File: src/rtl/tft_lt_pkg.sv
package tft_lt_pkg;
  localparam int SCAN_W  = 8;
  localparam int SETUP_W = 5;
  localparam int WIDTH_W = 8;
  localparam int DUMMY_W = 3;
  localparam int ADDR_W  = 2;
  localparam int DATA_W  = 8;

  typedef enum logic [ADDR_W-1:0] {
    REG_SCAN  = 2'd0,
    REG_SETUP = 2'd1,
    REG_WIDTH = 2'd2,
    REG_DUMMY = 2'd3
  } lt_reg_e;

  typedef struct packed {
    logic               alt;
    logic [DUMMY_W-1:0] dummy;
    logic [WIDTH_W-1:0] width;
    logic [SETUP_W-1:0] setup;
    logic [SCAN_W-1:0]  scan;
  } lt_cfg_t;
endpackage

File: src/rtl/tft_lt_regs.sv
module tft_lt_regs
  import tft_lt_pkg::*;
(
  input  logic              clk,
  input  logic              rst,
  input  logic              wr_en,
  input  logic [ADDR_W-1:0] wr_addr,
  input  logic [DATA_W-1:0] wr_data,
  input  logic              alt_i,
  input  logic              load_i,
  output lt_cfg_t           act_o
);
  lt_cfg_t prog_q;
  lt_cfg_t act_q;

  // programmed copy: written by the port, mode pin sampled every cycle
  always_ff @(posedge clk) begin
    if (rst) begin
      prog_q <= '0;
    end else begin
      prog_q.alt <= alt_i;
      if (wr_en) begin
        case (lt_reg_e'(wr_addr))
          REG_SCAN:  prog_q.scan  <= wr_data[SCAN_W-1:0];
          REG_SETUP: prog_q.setup <= wr_data[SETUP_W-1:0];
          REG_WIDTH: prog_q.width <= wr_data[WIDTH_W-1:0];
          REG_DUMMY: prog_q.dummy <= wr_data[DUMMY_W-1:0];
          default:   prog_q.scan  <= prog_q.scan;
        endcase
      end
    end
  end

  // active copy: only refreshed at a line boundary or while idle
  always_ff @(posedge clk) begin
    if (rst) begin
      act_q <= '0;
    end else if (load_i) begin
      act_q <= prog_q;
    end
  end

  assign act_o = act_q;
endmodule

File: src/rtl/tft_lt_phase.sv
module tft_lt_phase #(
  parameter int SCAN_W       = 8,
  parameter int PERIOD_SHIFT = 4,
  localparam int CNT_W       = SCAN_W + PERIOD_SHIFT
) (
  input  logic              clk,
  input  logic              rst,
  input  logic              en,
  input  logic [SCAN_W-1:0] scan,
  output logic [CNT_W-1:0]  phase_o,
  output logic              wrap_o
);
  logic [CNT_W-1:0] phase_q;
  logic [CNT_W-1:0] last_ph;

  // (scan+1)*2^PERIOD_SHIFT - 1
  assign last_ph = {scan, {PERIOD_SHIFT{1'b1}}};
  assign wrap_o  = en && (phase_q == last_ph);

  always_ff @(posedge clk) begin
    if (rst || !en) begin
      phase_q <= '0;
    end else if (wrap_o) begin
      phase_q <= '0;
    end else begin
      phase_q <= phase_q + 1'b1;
    end
  end

  assign phase_o = phase_q;
endmodule

File: src/rtl/tft_lt_shaper.sv
module tft_lt_shaper
  import tft_lt_pkg::*;
#(
  parameter int OFFSET       = 15,
  parameter int PIX_DIV      = 2,
  parameter int ACTIVE_PIX   = 32,
  parameter int UNIT_SHIFT   = 3,
  parameter int PERIOD_SHIFT = 4,
  parameter int CNT_W        = 12
) (
  input  logic             clk,
  input  logic             rst,
  input  logic             en,
  input  logic [CNT_W-1:0] phase,
  input  lt_cfg_t          cfg,
  output logic             gclk_o,
  output logic             lp_o,
  output logic             dv_o
);
  localparam int LP_MAX = OFFSET + ((2**SETUP_W + 2**WIDTH_W) << UNIT_SHIFT);
  localparam int DV_MAX = (2**DUMMY_W + ACTIVE_PIX + 1) * PIX_DIV;
  localparam int TOP    = (LP_MAX > DV_MAX) ? LP_MAX : DV_MAX;
  localparam int EW0    = $clog2(TOP + 1) + 1;
  localparam int EW     = (EW0 > CNT_W + 1) ? EW0 : CNT_W + 1;

  logic [EW-1:0] ph, half, lp_beg, lp_end, dv_beg, dv_end, win_end;
  logic          gclk_d, lp_d, dv_d;

  assign ph      = EW'(phase);
  assign half    = (EW'(cfg.scan) + EW'(1)) << (PERIOD_SHIFT - 1);
  assign lp_beg  = EW'(OFFSET) + (EW'(cfg.setup) << UNIT_SHIFT);
  assign lp_end  = lp_beg + (EW'(cfg.width) << UNIT_SHIFT);

  generate
    if ((PIX_DIV & (PIX_DIV - 1)) == 0) begin : g_pix_shift
      assign dv_beg = EW'(cfg.dummy) << $clog2(PIX_DIV);
    end else begin : g_pix_mul
      assign dv_beg = EW'(cfg.dummy) * EW'(PIX_DIV);
    end
  endgenerate

  assign dv_end  = dv_beg + EW'(ACTIVE_PIX * PIX_DIV);
  assign win_end = dv_end + (cfg.alt ? EW'(PIX_DIV) : EW'(0));

  always_comb begin
    gclk_d = (ph < half);
    dv_d   = (ph >= dv_beg) && (ph < dv_end);
    if (cfg.width == '0) begin
      lp_d = (ph >= dv_beg) && (ph < win_end);
    end else begin
      lp_d = (ph >= lp_beg) && (ph < lp_end);
    end
  end

  always_ff @(posedge clk) begin
    if (rst || !en) begin
      gclk_o <= 1'b0;
      lp_o   <= 1'b0;
      dv_o   <= 1'b0;
    end else begin
      gclk_o <= gclk_d;
      lp_o   <= lp_d;
      dv_o   <= dv_d;
    end
  end
endmodule

File: src/rtl/tft_line_timer.sv
module tft_line_timer
  import tft_lt_pkg::*;
#(
  parameter int OFFSET       = 15,
  parameter int PIX_DIV      = 2,
  parameter int ACTIVE_PIX   = 32,
  parameter int UNIT_SHIFT   = 3,
  parameter int PERIOD_SHIFT = 4
) (
  input  logic              clk,
  input  logic              rst,
  input  logic              en,
  input  logic              mode_alt,
  input  logic              wr_en,
  input  logic [ADDR_W-1:0] wr_addr,
  input  logic [DATA_W-1:0] wr_data,
  output logic              gate_clk,
  output logic              line_pulse,
  output logic              data_valid
);
  localparam int CNT_W = SCAN_W + PERIOD_SHIFT;

  lt_cfg_t          act_cfg;
  logic [CNT_W-1:0] phase;
  logic             wrap;
  logic             load;

  assign load = !en || wrap;

  tft_lt_regs u_regs (
    .clk     (clk),
    .rst     (rst),
    .wr_en   (wr_en),
    .wr_addr (wr_addr),
    .wr_data (wr_data),
    .alt_i   (mode_alt),
    .load_i  (load),
    .act_o   (act_cfg)
  );

  tft_lt_phase #(
    .SCAN_W       (SCAN_W),
    .PERIOD_SHIFT (PERIOD_SHIFT)
  ) u_phase (
    .clk     (clk),
    .rst     (rst),
    .en      (en),
    .scan    (act_cfg.scan),
    .phase_o (phase),
    .wrap_o  (wrap)
  );

  tft_lt_shaper #(
    .OFFSET       (OFFSET),
    .PIX_DIV      (PIX_DIV),
    .ACTIVE_PIX   (ACTIVE_PIX),
    .UNIT_SHIFT   (UNIT_SHIFT),
    .PERIOD_SHIFT (PERIOD_SHIFT),
    .CNT_W        (CNT_W)
  ) u_shaper (
    .clk    (clk),
    .rst    (rst),
    .en     (en),
    .phase  (phase),
    .cfg    (act_cfg),
    .gclk_o (gate_clk),
    .lp_o   (line_pulse),
    .dv_o   (data_valid)
  );
endmodule

File: config.mk
export PLATFORM = sky130hd
export DESIGN_NAME = tft_line_timer
export DESIGN_NICKNAME = d
export VERILOG_FILES = /design/src/rtl/tft_lt_pkg.sv /design/src/rtl/tft_lt_regs.sv /design/src/rtl/tft_lt_phase.sv /design/src/rtl/tft_lt_shaper.sv /design/src/rtl/tft_line_timer.sv
export SDC_FILE = /design/constraint.sdc
export NUM_CORES = 1
export LEC_CHECK = 0
export BUFFER_PORTS_ARGS = -buffer_cell sky130_fd_sc_hd__buf_2
export CORE_UTILIZATION = 40
export DETAILED_ROUTE_END_ITERATION = 10
export HOLD_SLACK_MARGIN = 0.1
export SLEW_MARGIN = 30
export SYNTH_ARGS = -nofsm -noshare
export SYNTH_HDL_FRONTEND = slang
export SYNTH_HIERARCHICAL = 1
export SYNTH_SLANG_ARGS = --single-unit
File: constraint.sdc
create_clock -name clk -period 2.9 [get_ports clk]
set_input_delay 0.725 -clock clk [delete_from_list [all_inputs] [get_ports clk]]
set_output_delay 0.725 -clock clk [all_outputs]
set_load 0.1 [all_outputs]
Yosys cells after proc, flatten, opt, wreduce, memory -nomap -nowiden
Index checks and enable logic that the tools add are counted.
- $add $sub $neg: 6
- multipliers: 0
- divide/modulo/power cells: 0
- order comparisons: 6
- equal/unequal tests: 4
- shifts and indexed selects: 0
- mux-type cells: 2
- bitwise gates (word level): 0
- reduce and logical (&&, ||, !) cells: 14
- operators with widths (cell ; number):
    12-bit by 13-bit less-than comparator with 1-bit output ; 4
    13-bit by 11-bit adder with 13-bit output ; 1
    13-bit adder ; 1
    12-bit by 13-bit greater-or-equal comparator with 1-bit output ; 1
    12-bit by 1-bit adder with 12-bit output, second input constant ; 1
    12-bit == test ; 1
    12-bit by 4-bit greater-or-equal comparator with 1-bit output ; 1
    4-bit by 8-bit adder with 9-bit output, first input constant ; 1
    8-bit by 1-bit adder with 9-bit output, second input constant ; 1
    4-bit by 7-bit adder with 8-bit output, second input constant ; 1
    8-bit zero test ; 1
    2-bit AND reduction ; 4
    2-bit == test, second input constant ; 2
    1-bit logical AND ; 4
    2-bit by 1-bit == test with 1-bit output, second input constant ; 1
    2-bit zero test ; 1
    1-bit logical OR ; 2
    2-bit 2-to-1 mux ; 1
    2-bit OR reduction ; 1
    1-bit zero test ; 1
    1-bit 2-to-1 mux ; 1
- bits in registers: 65
- bits in latches: 0
- RAM bits: 0
- ROM bits: 0
- output and inout bits: 3
- memories kept: 0

Longest topological paths before layout
Gate-level depths: netlist of the first run.
- depth in word-level cells: 5
- depth in mapped cells: 14

Modules after synthesis
The synthesis of the first run kept the hierarchy.
- by module, submodules not included (module ; instances ; cells an instance ; area an instance (um^2)):
    tft_lt_regs ; 1 ; 175 ; 1903.1
    tft_lt_shaper ; 1 ; 163 ; 1290.0
    tft_lt_phase ; 1 ; 63 ; 660.6
    tft_line_timer ; 1 ; 1 ; 6.3

Worst setup path before layout of the first run
No wires, ideal clock.
- path kind: reg-to-reg
- start point: register u_regs.act_q, in the netlist u_regs/act_o[8]
- end point: register u_shaper.lp_o
- setup time: 69 ps
- arrival: 2594 ps
- data required time: 2831 ps
- path slack: 238 ps
- cell stages (with the launch flop): 13
- path buffers: 0
- path through: dfxtp_1 ha_1 xor2_1 ha_1 nor2b_2 nor3_1 or4_1 and4_1 ha_1 nor2b_1 o21ai_0 o211ai_1 o21ai_1
- longest elaborated chain between the ends: 5
- elaborated cells between the ends (all ways): 6
- those cells by class: 2 x add/sub; 2 x order compare; 1 x mux; 1 x reduce/logical
- RTL lines (element ; RTL line ; text):
    start, declared ; tft_lt_regs.sv:14 ; lt_cfg_t act_q;
    start signal, assigned ; tft_lt_regs.sv:39 ; act_q <= prog_q;
    4-bit by 8-bit adder with 9-bit output * ; tft_lt_shaper.sv:31 ; assign lp_beg = EW'(OFFSET) + (EW'(cfg.setup) << UNIT_SHIFT);
    13-bit by 11-bit adder with 13-bit output ; tft_lt_shaper.sv:32 ; assign lp_end = lp_beg + (EW'(cfg.width) << UNIT_SHIFT);
    12-bit by 13-bit less-than comparator with 1-bit output ; tft_lt_shaper.sv:51 ; lp_d = (ph >= lp_beg) && (ph < lp_end);
    1-bit logical AND * ; tft_lt_shaper.sv:51 ;
    1-bit 2-to-1 mux * ; tft_lt_shaper.sv:48 ; if (cfg.width == '0) begin
    end signal, assigned ; tft_lt_shaper.sv:62 ; lp_o <= lp_d;
    end, declared ; tft_lt_shaper.sv:17 ; output logic lp_o,
Mark *: on every way between the ends. The rest lies on a longest branch, timed or not.
A chain may end at the register's enable or synchronous reset.

Worst setup path in the final report of the first run
- start point: register u_regs.act_q, in the netlist u_regs/act_o[9]
- end point: register u_shaper.lp_o
Same word-level chain as after synthesis.

==> results.sh, run 1 <==
export IMPL_rrSetupSlack_ns=0.17
export IMPL_yosysUniqueCellTypes=51
export IMPL_ys_flop_type="dfxtp_1"
export IMPL_finalWeightedCongestion=0.835
export IMPL_cts_tree="yes"
export IMPL_p_leak_nw=1.84
export IMPL_worst_setup_path_end_kind="flip-flop"
export IMPL_grt_overflow_total=0
export IMPL_route_final_wire_length_um=8280
export IMPL_instances_no_fill=558
export IMPL_hold_viol_final=0
export IMPL_start_kind="flip-flop"
export IMPL_regToRegStartpoint="u_regs/act_o[9]$_SDFFE_PP0P_"
export IMPL_wire_per_inst_um=14.8
export IMPL_report_final_setup_viol=0
export IMPL_cts_buffers=9
export IMPL_r2r_worst_path_cells=12
export IMPL_yosysTopAreaCell="dfxtp_1"
export IMPL_cts_htree_levels=3
export IMPL_clk_path_buf_depth=2
export IMPL_status="finished, final reports clean"
export IMPL_worstSetupEndpoint="u_shaper/lp_o$_SDFF_PP0_"
export IMPL_grt_start_max_net_pins=43
export IMPL_hpwl_um=6070
export IMPL_synth_async_reset_ratio_pct=0
export IMPL_ys_top_cells_by_area="dfxtp_1, ha_1, mux2i_1"
export IMPL_synth_sequential_area_ratio_pct=33.7
export IMPL_largest_fanout_of_any_net_on_the_critical_path=3
export IMPL_synth_fp_nets=459
export IMPL_hp_class="flip-flop to flip-flop"
export IMPL_antenna_cells_inserted=0
export IMPL_drt_pass1_iter_count=4
export IMPL_postRouteAntennaNets=0
export IMPL_timing_critical_path_mode_cell="o21ai_1"
export IMPL_die_w_um=100
export IMPL_maxSlewHeadroom_pct=54.2
export IMPL_design_final_nets=481
export IMPL_multiInputGateArea_mm2=0.00248
export IMPL_finalMaxSlewViolations=0
export IMPL_seqCellArea_mm2=0.00131
export IMPL_layout_cells_sized_above_1_pct=16.1
export IMPL_crit_path_cell_trace="ha_2, nand3_2, xnor2_2, ha_1, o21ai_2, or4_1, and4_1, ha_4, nor2b_1, o21ai_1, o211ai_1, o21ai_1"
export IMPL_worstPathRequired_ns=3.18
export IMPL_grt_pass1_wl_um=13700
export IMPL_synth_edf_count=0
export IMPL_synth_most_common_cell="dfxtp_1"
export IMPL_yosys_area_top_type_share_pct=33.7
export IMPL_layout_filler_cells=919
export IMPL_crit_path_top_delay_cell="or4_1"
export IMPL_final_period_utilization_pct=94.3
export IMPL_timing_critical_path_depth=12
export IMPL_total_drc_errors_in_the_routed_layout=0
export IMPL_overall_global_routing_usage_pct=17.5
export IMPL_vias_in_the_first_global_route=2803
export IMPL_syn_cell_area_mm2=0.00386
export IMPL_synthCells=402
export IMPL_power_per_cell_area_mw_per_mm2=418
export IMPL_crit_buf_inv=0
export IMPL_clock_skew_final_ns=0.0121
export IMPL_clk_insertion_delay_late_ns=0.35
export IMPL_cts_root_buffer_cell="clkbuf_8"
export IMPL_critPathKind="flip-flop to flip-flop"
export IMPL_dp_slack_ns=0.0709
export IMPL_vias=2846
export IMPL_setup_worst_path_start="u_regs/act_o[9]$_SDFFE_PP0P_"
export IMPL_timing_fmax_mhz=366
export IMPL_area_growth_from_synthesis_to_layout_pct=12.5
export IMPL_cap_viol_max_count=0
export IMPL_final_setup_worst_slack_ns=0.166
export IMPL_place_detailed_instances=541
export IMPL_die_y_um=100
export IMPL_synth_seq_cells=65
export IMPL_crit_path_max_incr_delay_ns=0.46
export IMPL_synth_area_per_cell_um2=9.60
export IMPL_grt_antenna_before_repair=0
export IMPL_detail_route_iter0_violations=68
export IMPL_synth_common_cells="dfxtp_1, mux2i_1, ha_1"
export IMPL_cts_hold_buf=0
export IMPL_timing_critical_path_max_delay_family="simple AND/OR/NAND/NOR gates"
export IMPL_number_of_buffers_inserted_by_port_buffering=17
export IMPL_clk_pin_slew_worst_paths_ns=0.08
export IMPL_cts_sinks=65
export IMPL_synth_warnings=6
export IMPL_initial_core_util_pct=41.6
export IMPL_worst_hold_path_num_cells=2
export IMPL_worst_hold_slack_ns=0.479
export IMPL_regToRegEndpoint="u_shaper/lp_o$_SDFF_PP0_"
export IMPL_ioPinCount=18
export IMPL_cp_data_arrival_time_ns=3.01
export IMPL_finalWorstPathRequiredPeriod_ns=2.73
export IMPL_vdd_ir_drop_worst_mv=0.234
export IMPL_placeableCoreArea_mm2=0.00928
export IMPL_timing_worst_slew_pin_value_ns=0.686
export IMPL_die_area_mm2=0.0100
export IMPL_fp_row_count=35
export IMPL_vias_per_cell=5.10
-- worst reg2reg max path: cells and delay by family, from the launching register on --
family          cells  cell delay [ns]
simple gates        4             0.92
fa+ha+maj           3             0.78
compound gates      4             0.46
flops               1             0.35
xor+xnor            1             0.16
-- worst min path at each step --
stage | endpoint | slack (ns) | start
after floorplan | u_regs/act_o[24]$_SDFFE_PP0P_ | 0.44 | u_regs/prog_q[24]$_SDFF_PP0_
after global placement | u_regs/act_o[24]$_SDFFE_PP0P_ | 0.45 | u_regs/prog_q[24]$_SDFF_PP0_
after detailed placement | u_regs/prog_q[10]$_SDFFE_PP0P_ | 0.47 | u_regs/prog_q[10]$_SDFFE_PP0P_
after CTS | u_regs/prog_q[13]$_SDFFE_PP0P_ | 0.48 | u_regs/prog_q[13]$_SDFFE_PP0P_
after global routing | u_regs/prog_q[5]$_SDFFE_PP0P_ | 0.50 | u_regs/prog_q[5]$_SDFFE_PP0P_
final | u_regs/act_o[24]$_SDFFE_PP0P_ | 0.48 | u_regs/prog_q[24]$_SDFF_PP0_
-- where the power goes --
part	switching [mW]	internal, mW
sequential	0.0192	0.914
combinational	0.0931	0.0644
clock	0.401	0.324
-- repair_timing --
action | in CTS | in global routing
gates resized for setup | 0 | 15
setup endpoints to repair | 0 | 1
buffers inserted | 0 | 1
endpoints found under the hold margin | 0 | 0
-- final cells by class --
class                           count  share of cell area, %
Tap cell                          129                   3.72
Timing Repair Buffer               25                   3.34
Clock inverter                      7                   1.41
Sequential cell                    65                   30.0
Multi-Input combinational cell    305                   57.1
Clock buffer                        9                   2.85
Inverter                           18                   1.56
-- placed cells by master (no fill, tap or decap), drive strengths merged, types with 4 or more instances in the layout --
| cell | instances |
|---|---|
| nand4 | 9 |
| nor3 | 18 |
| inv | 21 |
| or4 | 4 |
| nand2b | 36 |
| a211oi | 4 |
| nor2b | 5 |
| xor2 | 15 |
| buf | 25 |
| and4 | 4 |
| nand3 | 14 |
| nand2 | 10 |
| dfxtp | 65 |
| clkbuf | 9 |
| a21oi | 7 |
| xnor2 | 18 |
| nor2 | 33 |
| ha | 41 |
| mux2i | 49 |
| o21ai | 14 |
-- flip-flops by register name, summed over array words and instances (netlist names) --
| signal | flops |
|---|---|
| u_regs/act_o | 25 |
| u_shaper/gclk_o | 1 |
| u_shaper/lp_o | 1 |
| u_shaper/dv_o | 1 |
| u_regs/prog_q | 25 |
| u_phase/phase_o | 12 |
-- per-layer routing --
metal  share of wire, %  wire length (µm)  up-vias  GRT usage (%)
met5                  0                 0        -              0
met4                1.1                92        0           5.80
met2                 45              3700       38           28.0
li1                   -                 -     1464              -
met3                2.3               193        8           3.41
met1                 52              4290     1336           23.7
-- through the flow --
step	util (%)	power [mW]	instance area [µm²]	TNS, ns
2_1_floorplan	-	1.07	3860	0
3_3_place_gp	43.9	1.11	4080	0
3_5_place_dp	43.9	1.11	4080	0
4_1_cts	45.9	1.84	4270	0
5_1_grt	46.8	1.90	4340	-0.00213
6_report	46.8	1.82	4340	0
-- cells by family after synthesis --
family | Yosys count | share of synthesized area [%]
xor gates and xnor gates | 33 | 7.49
adders and majority gates | 42 | 13.8
buffers and inverters | 32 | 3.79
AOI/OAI and AO/OA | 36 | 5.93
muxes | 49 | 12.7
and+or+nand+nor | 145 | 22.6
DFF | 65 | 33.7
(Power assumes the default switching activity.)
==> run 2, diff against run 1 <==
--- a/config.mk
+++ b/config.mk
@@ -5,9 +5,9 @@
 export SDC_FILE = /design/constraint.sdc
 export NUM_CORES = 1
 export LEC_CHECK = 0
-export BUFFER_PORTS_ARGS = -buffer_cell sky130_fd_sc_hd__buf_2
 export CORE_UTILIZATION = 40
 export DETAILED_ROUTE_END_ITERATION = 10
+export DONT_BUFFER_PORTS = 1
 export HOLD_SLACK_MARGIN = 0.1
 export SLEW_MARGIN = 30
 export SYNTH_ARGS = -nofsm -noshare
==> run 2 against run 1 <==
Effect of this change: maximum frequency grew 0.62%; clock power is 7.3% lower; final cell count fell by 3.0%; worst hold slack got worse by 0.025 ns; critical path type unchanged; critical endpoint unchanged.
==> results.sh, run 2 (synthesis gave the netlist of run 1 again) <==
export IMPL_status="finished, final reports clean"
export IMPL_cap_viol_max_count=0
export IMPL_cts_htree_levels=3
export IMPL_dp_slack_ns=0.00578
export IMPL_vias_per_cell=5.20
export IMPL_number_of_buffers_inserted_by_port_buffering=0
export IMPL_worst_setup_path_end_kind="flip-flop"
export IMPL_report_final_setup_viol=0
export IMPL_hpwl_um=6000
export IMPL_start_kind="flip-flop"
export IMPL_area_growth_from_synthesis_to_layout_pct=10.5
export IMPL_pwr_share_comb_pct=7.0
export IMPL_power_report_internal_total_mw=1.28
export IMPL_hp_class="primary input to flip-flop"
export IMPL_ioPinCount=18
export IMPL_vdd_ir_drop_worst_mv=0.250
export IMPL_hold_viol_final=0
export IMPL_vias=2813
export IMPL_die_area_mm2=0.0100
export IMPL_power_switching_mw=0.460
export IMPL_wire_per_inst_um=15.1
export IMPL_largest_fanout_of_any_net_on_the_critical_path=3
export IMPL_clk_path_buf_depth=2
export IMPL_maxSlewHeadroom_pct=38.2
export IMPL_drt_pass1_iter_count=4
export IMPL_die_w_um=100
export IMPL_cts_hold_buf=0
export IMPL_power_frac_clock_pct=38.7
export IMPL_clk_pin_slew_worst_paths_ns=0.07
export IMPL_power_per_cell_area_mw_per_mm2=408
export IMPL_rrSetupSlack_ns=0.18
export IMPL_grt_antenna_before_repair=0
export IMPL_finalWorstPathRequiredPeriod_ns=2.72
export IMPL_worst_hold_slack_ns=0.455
export IMPL_clk_insertion_delay_late_ns=0.34
export IMPL_postRouteAntennaNets=0
export IMPL_critPathKind="flip-flop to flip-flop"
export IMPL_p_leak_nw=1.76
export IMPL_layout_filler_cells=924
export IMPL_met2_wire_length_um=3760
export IMPL_place_detailed_instances=524
export IMPL_placeableCoreArea_mm2=0.00928
export IMPL_crit_path_max_incr_delay_ns=0.45
export IMPL_overall_global_routing_usage_pct=18.0
export IMPL_initial_core_util_pct=41.6
export IMPL_die_y_um=100
export IMPL_grt_pass1_wl_um=14000
export IMPL_met1Wirelength_um=4060
export IMPL_layout_cells_sized_above_1_pct=12.9
export IMPL_timing_worst_slew_pin_value_ns=0.926
export IMPL_crit_path_top_delay_cell="or4_1"
export IMPL_finalWeightedCongestion=0.825
export IMPL_sw_frac_of_total_pct=26.4
export IMPL_seq_power_share_pct=54.4
export IMPL_route_top_layer_used="met4"
export IMPL_final_period_utilization_pct=93.7
export IMPL_vias_in_the_first_global_route=2886
export IMPL_antenna_cells_inserted=0
export IMPL_final_setup_worst_slack_ns=0.183
export IMPL_crit_path_cell_trace="ha_4, nand3_1, xnor2_1, ha_1, o21ai_2, or4_1, and4_1, ha_1, nor2b_1, o21ai_1, o211ai_1, o21ai_1"
export IMPL_fp_row_count=35
export IMPL_cts_buffers=9
export IMPL_finalMaxSlewViolations=0
export IMPL_route_final_wire_length_um=8190
export IMPL_leading_cell_type_in_the_layout_fill_and_taps_excluded="dfxtp_1"
export IMPL_timing_fmax_mhz=368
export IMPL_cts_root_buffer_cell="clkbuf_8"
export IMPL_total_drc_errors_in_the_routed_layout=0
export IMPL_worstPathRequired_ns=3.17
export IMPL_clock_skew_final_ns=0.0101
export IMPL_final_cell_mix="dfxtp_1, mux2i_1, ha_1"
export IMPL_grt_start_max_net_pins=61
export IMPL_cts_tree="yes"
export IMPL_instances_no_fill=541
export IMPL_design_final_nets=465
export IMPL_grt_overflow_total=0
export IMPL_cts_sinks=65
export IMPL_cp_data_arrival_time_ns=2.98
export IMPL_met3WireLength_um=277
export IMPL_detail_route_iter0_violations=117
## run 2: cell types whose count changed in the layout (fill, tap and decap cells not counted), sizes merged
cell | before | now
inv | 21 | 20
buf | 25 | 9
## run 2: worst paths after layout
check | start | endpoint | depth (start not counted)
worst min-delay path | rst | u_regs/act_o[8]$_SDFFE_PP0P_ | 1
worst max register to register | u_regs/act_o[9]$_SDFFE_PP0P_ | u_shaper/lp_o$_SDFF_PP0_ | 12
worst min register to register | u_regs/prog_q[24]$_SDFF_PP0_ | u_regs/act_o[24]$_SDFFE_PP0P_ | 2
worst max-delay path | u_regs/act_o[9]$_SDFFE_PP0P_ | u_shaper/lp_o$_SDFF_PP0_ | 12
## run 2: repair_timing
action                                 in CTS  in global routing
gates resized for setup                     1                 19
buffers inserted                            0                  2
endpoints found under the hold margin       0                  0
pin swaps                                   0                  7
setup endpoints to repair                   1                  1
## run 2: critical path: cells and delay by family, from the launching register on
kind,cells,cell delay [ns]
flip-flops,1,0.37
adder cells (fa/ha/maj),3,0.81
AO/OA/AOI/OAI,4,0.45
AND/OR/NAND/NOR,4,0.86
XOR/XNOR,1,0.16
## run 2: area by class of cell
type,instances,area [µm²],share of cell area [%]
timing repair buffer,9,67.6,1.58
multi-input combinational,305,2490,58.5
tap,129,161,3.79
clock buffer,9,124,2.90
clock inverter,6,42.5,0.998
sequential,65,1310,30.7
inverter,18,67.6,1.58
## run 2: through the flow
stage	setup TNS, ns	total power [mW]	instance area, µm²	util [%]
detailed placement	0	1.09	4000	43.0
floorplan	0	1.07	3860	-
finish	0	1.74	4260	45.9
global route	-0.00951	1.83	4260	45.9
global placement	0	1.08	4000	43.0
CTS	0	1.77	4170	44.9
## run 2: layer usage
metal / GRT usage, % / vias to the layer above
met5: 0 / -
met4: 5.46 / 0
met3: 4.46 / 8
met2: 29.9 / 43
met1: 23.0 / 1334
li1: - / 1428
## run 2: power by group through the flow
stage / Sequential [mW] / Clock [mW] / Combinational (mW)
floorplan: 0.967 / 0 / 0.100
global placement: 0.966 / 0 / 0.117
detailed placement: 0.966 / 0 / 0.119
CTS: 0.946 / 0.702 / 0.120
global route: 0.949 / 0.746 / 0.134
finish: 0.945 / 0.672 / 0.121
